--- src/rtl/aps_pkg.sv ---
package aps_pkg;

    localparam int SHORT_BITS = 7;
    localparam int LONG_BITS  = 10;
    localparam int RESV_W     = 4;
    localparam logic [4:0] LONG_MARK = 5'b11110;

    typedef enum logic {
        OP_START = 1'b0,
        OP_WRITE = 1'b1
    } cmd_op_e;

    typedef enum logic [1:0] {
        ST_OK      = 2'd0,
        ST_NACK    = 2'd1,
        ST_INVALID = 2'd2,
        ST_TIMEOUT = 2'd3
    } status_e;

    typedef enum logic [1:0] {
        KIND_SHORT = 2'd0,
        KIND_LONG  = 2'd1,
        KIND_BAD   = 2'd2
    } addr_kind_e;

    typedef enum logic [1:0] {
        C_IDLE  = 2'd0,
        C_ISSUE = 2'd1,
        C_WAIT  = 2'd2
    } ctrl_state_e;

    typedef struct packed {
        addr_kind_e kind;
        logic [7:0] hi_byte;
        logic [7:0] lo_byte;
    } addr_plan_t;

    typedef struct packed {
        cmd_op_e    op;
        logic [7:0] data;
        logic       stop;
    } cmd_t;

    // Index of the final command for a given addressing kind.
    function automatic logic [1:0] last_step(addr_kind_e k);
        return (k == KIND_LONG) ? 2'd2 : 2'd1;
    endfunction

endpackage

--- src/rtl/aps_decode.sv ---
module aps_decode
    import aps_pkg::*;
#(
    parameter int ADDR_W = 11
) (
    input  logic [ADDR_W-1:0] addr,
    input  logic              rd,
    output addr_plan_t        plan
);
    logic fits_short;
    logic fits_long;
    logic reserved;

    always_comb begin
        fits_short = (addr >> SHORT_BITS) == '0;
        fits_long  = (addr >> LONG_BITS) == '0;
        reserved   = &addr[SHORT_BITS-1 -: RESV_W];

        plan.lo_byte = {addr[SHORT_BITS-1:0], rd};
        plan.hi_byte = {LONG_MARK, addr[LONG_BITS-1:SHORT_BITS]};

        if (!fits_long || (fits_short && reserved)) begin
            plan.kind = KIND_BAD;
        end else if (fits_short) begin
            plan.kind = KIND_SHORT;
        end else begin
            plan.kind = KIND_LONG;
        end
    end
endmodule

--- src/rtl/aps_cmd_build.sv ---
module aps_cmd_build
    import aps_pkg::*;
(
    input  logic [1:0] step,
    input  addr_plan_t plan,
    output cmd_t       cmd
);
    always_comb begin
        cmd.stop = 1'b0;
        unique case (step)
            2'd0: begin
                cmd.op   = OP_START;
                cmd.data = 8'h00;
            end
            2'd1: begin
                cmd.op   = OP_WRITE;
                cmd.data = (plan.kind == KIND_LONG) ? plan.hi_byte : plan.lo_byte;
            end
            default: begin
                cmd.op   = OP_WRITE;
                cmd.data = plan.lo_byte;
            end
        endcase
    end
endmodule

--- src/rtl/aps_ctrl.sv ---
module aps_ctrl
    import aps_pkg::*;
(
    input  logic       clk,
    input  logic       rst,
    input  logic       req_valid,
    input  addr_plan_t plan_in,
    output logic       req_ready,
    output logic       cmd_valid,
    input  logic       cmd_ready,
    input  logic       rsp_valid,
    input  logic [1:0] rsp_code,
    output logic [1:0] step,
    output addr_plan_t plan_q,
    output logic       done,
    output status_e    status
);
    ctrl_state_e state;
    logic        done_q;
    status_e     stat_q;
    logic        finish;

    assign req_ready = (state == C_IDLE) && !done_q;
    assign cmd_valid = (state == C_ISSUE);
    assign done      = done_q;
    assign status    = stat_q;
    assign finish    = (rsp_code != ST_OK) || (step == last_step(plan_q.kind));

    always_ff @(posedge clk) begin
        if (rst) begin
            state  <= C_IDLE;
            step   <= 2'd0;
            plan_q <= '0;
            done_q <= 1'b0;
            stat_q <= ST_OK;
        end else begin
            done_q <= 1'b0;
            unique case (state)
                C_IDLE: begin
                    if (req_valid && req_ready) begin
                        plan_q <= plan_in;
                        step   <= 2'd0;
                        if (plan_in.kind == KIND_BAD) begin
                            done_q <= 1'b1;
                            stat_q <= ST_INVALID;
                        end else begin
                            state <= C_ISSUE;
                        end
                    end
                end
                C_ISSUE: begin
                    if (cmd_ready) begin
                        state <= C_WAIT;
                    end
                end
                C_WAIT: begin
                    if (rsp_valid) begin
                        if (finish) begin
                            done_q <= 1'b1;
                            stat_q <= status_e'(rsp_code);
                            state  <= C_IDLE;
                        end else begin
                            step  <= step + 2'd1;
                            state <= C_ISSUE;
                        end
                    end
                end
                default: state <= C_IDLE;
            endcase
        end
    end
endmodule

--- src/rtl/aps_seq.sv ---
module aps_seq
    import aps_pkg::*;
#(
    parameter int ADDR_W = 11
) (
    input  logic              clk,
    input  logic              rst,
    input  logic              req_valid,
    output logic              req_ready,
    input  logic [ADDR_W-1:0] req_addr,
    input  logic              req_rd,
    output logic              cmd_valid,
    input  logic              cmd_ready,
    output logic              cmd_op,
    output logic [7:0]        cmd_byte,
    output logic              cmd_stop,
    input  logic              rsp_valid,
    input  logic [1:0]        rsp_code,
    output logic              done,
    output logic [1:0]        status
);
    addr_plan_t plan_now;
    addr_plan_t plan_held;
    logic [1:0] step;
    cmd_t       cmd;
    status_e    stat_e;

    aps_decode #(.ADDR_W(ADDR_W)) u_decode (
        .addr (req_addr),
        .rd   (req_rd),
        .plan (plan_now)
    );

    aps_ctrl u_ctrl (
        .clk       (clk),
        .rst       (rst),
        .req_valid (req_valid),
        .plan_in   (plan_now),
        .req_ready (req_ready),
        .cmd_valid (cmd_valid),
        .cmd_ready (cmd_ready),
        .rsp_valid (rsp_valid),
        .rsp_code  (rsp_code),
        .step      (step),
        .plan_q    (plan_held),
        .done      (done),
        .status    (stat_e)
    );

    aps_cmd_build u_build (
        .step (step),
        .plan (plan_held),
        .cmd  (cmd)
    );

    assign cmd_op   = cmd.op;
    assign cmd_byte = cmd.data;
    assign cmd_stop = cmd.stop;
    assign status   = stat_e;
endmodule

--- config.mk ---
export PLATFORM = sky130hd
export DESIGN_NAME = aps_seq
export DESIGN_NICKNAME = d
export VERILOG_FILES = /design/src/rtl/aps_pkg.sv /design/src/rtl/aps_decode.sv /design/src/rtl/aps_cmd_build.sv /design/src/rtl/aps_ctrl.sv /design/src/rtl/aps_seq.sv
export SDC_FILE = /design/constraint.sdc
export NUM_CORES = 1
export LEC_CHECK = 0
export BUFFER_PORTS_ARGS = -buffer_cell sky130_fd_sc_hd__buf_2
export CAP_MARGIN = 5
export CORE_MARGIN = 3
export CORE_UTILIZATION = 53
export CTS_CLUSTER_SIZE = 10
export DETAILED_ROUTE_END_ITERATION = 7
export PLACE_DENSITY = 0.82
export SLEW_MARGIN = 20
export SYNTH_ARGS = -nofsm -noshare
export SYNTH_HDL_FRONTEND = slang
export SYNTH_SLANG_ARGS = --single-unit
--- constraint.sdc ---
create_clock -name clk -period 2.5 [get_ports clk]
set_clock_uncertainty 0.15 [all_clocks]
set_input_delay 0.25 -clock clk [delete_from_list [all_inputs] [get_ports clk]]
set_output_delay 0.25 -clock clk [all_outputs]
set_load 0.03 [all_outputs]
==> qor.log <==
qor: clocking.post_cts.repair.setup_buffers 0
qor: yosys.avgSynthCellArea 8.12 um2
qor: yosys.synth_top_cell_by_area dfxtp_1
qor: yosys.post_synth_main_area_contributors dfxtp_1 (38%), nand2_1 (9.9%), a21oi_1 (6.8%)
qor: final_layout.layout-drive-gt1-share 27.6%
qor: sta.report.final.setup_viol 0
qor: final_layout.fin_nets 185
qor: yosys.postSynth.topFlopCell dfxtp_1
qor: die.horizontal_die_dimension 51.5 um
qor: clocking.tritoncts done
qor: final_layout.synthToLayoutAreaGrowth 14.6%
qor: detailed_routing.drc 0
qor: placed_design.numPortBuffers 32
qor: yosys.mappedNetlistArea 1100 um2
qor: clocking.cts-buffers-inserted 3
qor: yosys.synthDominantCellAreaShare 38.4%
qor: setup_path.cp_slowest_cell dfxtp_1
qor: outcome.outcome finished clean
qor: sta.finalCriticalPeriod 2270 ps
qor: die.start_util 59.6%
qor: setup_path.critPathArrivalTime 1870 ps
qor: sta.final_min_period_over_clock_period 91.0%
qor: global_routing.pin_count_of_the_biggest_net_entering_global_routing 22
qor: yosys.yosys_register_bits 21
qor: yosys.synth_enable_flop_cells 0
qor: run.max-cap-violations 0
qor: setup_path.crit_path_max_incr_delay 400 ps
qor: setup_path.cp_data_required_time 2100 ps
qor: detailed_routing.dr.pass1.iters 4
qor: yosys.yosys_warnings 0
qor: setup_path.critical_path_startpoint_category flop
qor: detailed_routing.drt-initial-drc-count 30
qor: global_routing.groute.usage.overall 21.1%
qor: global_routing.global_route_wire_length_before_repair 4.24 mm
qor: clocking.clk_pin_slew 110 ps
qor: detailed_routing.via_per_inst 5.59
qor: global_routing.grt_pass1_vias 956
qor: setup_path.worst_setup_path_end_kind output pin
qor: global_routing.gr-total-overflow 0
qor: yosys.synth.net_count 156
qor: placed_design.dpl_worst_slack 362 ps
qor: setup_path.worstPathCellList inv_1 -> ha_1 -> and2_1 -> a21oi_2 -> a22o_1 -> buf_2
qor: setup_path.worstPathMaxFanout 8
qor: sta.timing.setup.tns 0 ps
qor: die.number_of_cell_rows 15
qor: clocking.tritoncts_num_sinks 21
qor: final_layout.register_area 420 um2
qor: detailed_routing.dr_wl_met3 220 um
qor: sta.final_critical_path_setup_slack 225 ps
qor: power.ir_drop 398 uV
qor: detailed_routing.dr.max_layer_used met4
qor: yosys.number_of_distinct_library_cell_variants_in_the_gate_level_netlist_after_synthesis 42
qor: power.leakagePower 0.000589 uW
qor: clocking.clkLatencyLatePin 300 ps
qor: die.io-pin-count 34
qor: yosys.ys_top_cells_by_count nand2_1 (29), dfxtp_1 (21), a21oi_1 (15)
qor: sta.timing.final.max_slew_violations 0
qor: final_layout.multi_input_comb_area 584 um2
qor: power.power.density_cell_area 522 nW/um2
qor: clocking.cts.root.buffer_cell clkbuf_4
qor: placed_design.routabilityCongestion 0.773
qor: final_layout.antenna_cells 0
qor: detailed_routing.routed_wire_length_per_instance 13.3 um
qor: clocking.cts-root-to-sink-buffers 2
qor: sta.rsz0062_at_grt false
qor: yosys.syn_inst 135
qor: detailed_routing.route.met2.wl 1.21 mm
qor: final_layout.final_core_utilization 68.3%
qor: yosys.ys_seq_area_share 38.4%
qor: detailed_routing.detail_route.wirelength 2.51 mm
qor: final_layout.fill_cell_count 182
qor: detailed_routing.met1Wirelength 1.05 mm
qor: detailed_routing.routed-via-count 1051
qor: detailed_routing.drt.antenna.violating_nets 0
qor: sta.fmax 440 MHz
qor: die.die-area 2650 um2
qor: yosys.yosysMostFrequentCell nand2_1
qor: setup_path.critical_path_class reg2out
qor: placed_design.detailedPlacementHpwl 1.87 mm
qor: clocking.h-tree-depth 1
qor: die.die_h 51.5 um
qor: global_routing.initial_antenna_violation_count 0
qor: die.std_cell_core_area 1840 um2
qor: yosys.asyncSetResetFlopFracSynth 0%
qor: worst_hold_path.hold_path.class in2reg
qor: sta.final_hold_violating_endpoints 0
## repair_timing
item	4_1_cts	5_1_grt
setup endpoints to repair	0	8
endpoints found under the hold margin	0	0
hold buffers	0	0
gates resized for setup	0	1
## critical path: cells and delay by family, from the launching register on
family	cells	cell delay (ps)
AO/OA/AOI/OAI	2	490
adder cells (fa/ha/maj)	1	210
buffers and inverters	2	280
flip-flops	1	400
AND/OR/NAND/NOR	1	190
## area by class of cell
class	count	area share, %
multi-input combinational	98	46.5
sequential	21	33.5
timing repair buffer	33	13.3
tap	25	2.49
clock buffer	4	2.09
inverter	7	2.09
## cells by family (layout without fill, tap and decap cells)
logic type               count (synthesis)  count (layout)  share of synthesized area [%]
buffers and inverters                   16              44                           8.67
adder cells (fa/ha/maj)                  2               2                           2.28
AO/OA/AOI/OAI                           38              38                           23.6
AND/OR/NAND/NOR                         56              56                           25.8
other                                    1               1                          0.342
multiplexers                             1               1                          0.913
flip-flops                              21              21                           38.4
## through the flow
step	instances	total power [uW]	hold WS, ps	instance area [um2]
floorplan	135	474	236	1100
global placement	184	498	293	1230
detailed placement	184	504	298	1230
CTS	188	663	16.3	1250
global route	188	693	11.2	1260
finish	188	655	22.5	1260
## layout by cell type (no fill, tap or decap), types with 2 or more instances in the layout
master    count
clkbuf_4      3
nand2_1      29
inv_1         7
a21oi_2       2
and2_1        3
a31oi_1       2
a221oi_1      2
a211oi_1      2
nor2_1        7
and2b_1       2
dfxtp_1      21
ha_1          2
o211ai_1      2
buf_2        32
a22o_1        3
a21oi_1      14
nor3_1        2
a21o_1        5
## path summary, 6_finish.rpt
| path | start | end | slack (ps) | cells after the start |
|---|---|---|---|---|
| max | u_ctrl.step[1] | cmd_byte[1] | 230 | 6 |
| min | req_addr[1] | u_ctrl.plan_q[2] | 20 | 3 |
| max reg2reg | u_ctrl.state[0] | u_ctrl.state[0] | 780 | 4 |
| min reg2reg | u_ctrl.plan_q[4] | u_ctrl.plan_q[4] | 310 | 2 |
## registers in the layout, indices dropped and copies added, names as in the netlist
signal,flops
u_ctrl.plan_q,14
u_ctrl.state,2
u_ctrl.status,2
u_ctrl.step,2
u_ctrl.done,1
## per-layer routing
metal,global-route usage [%],vias to the layer above
li1,-,515
met1,26.4,486
met4,3.93,0
met2,35.8,45
met5,0,-
met3,6.12,5
## power breakdown
part           internal [uW]  total, uW  switching (uW)  leakage (uW)
Combinational           47.6        123            75.7      0.000402
Sequential               356        373            16.8      0.000172
Clock                   62.3        159            96.8     0.0000150
(Power assumes the default switching activity.)
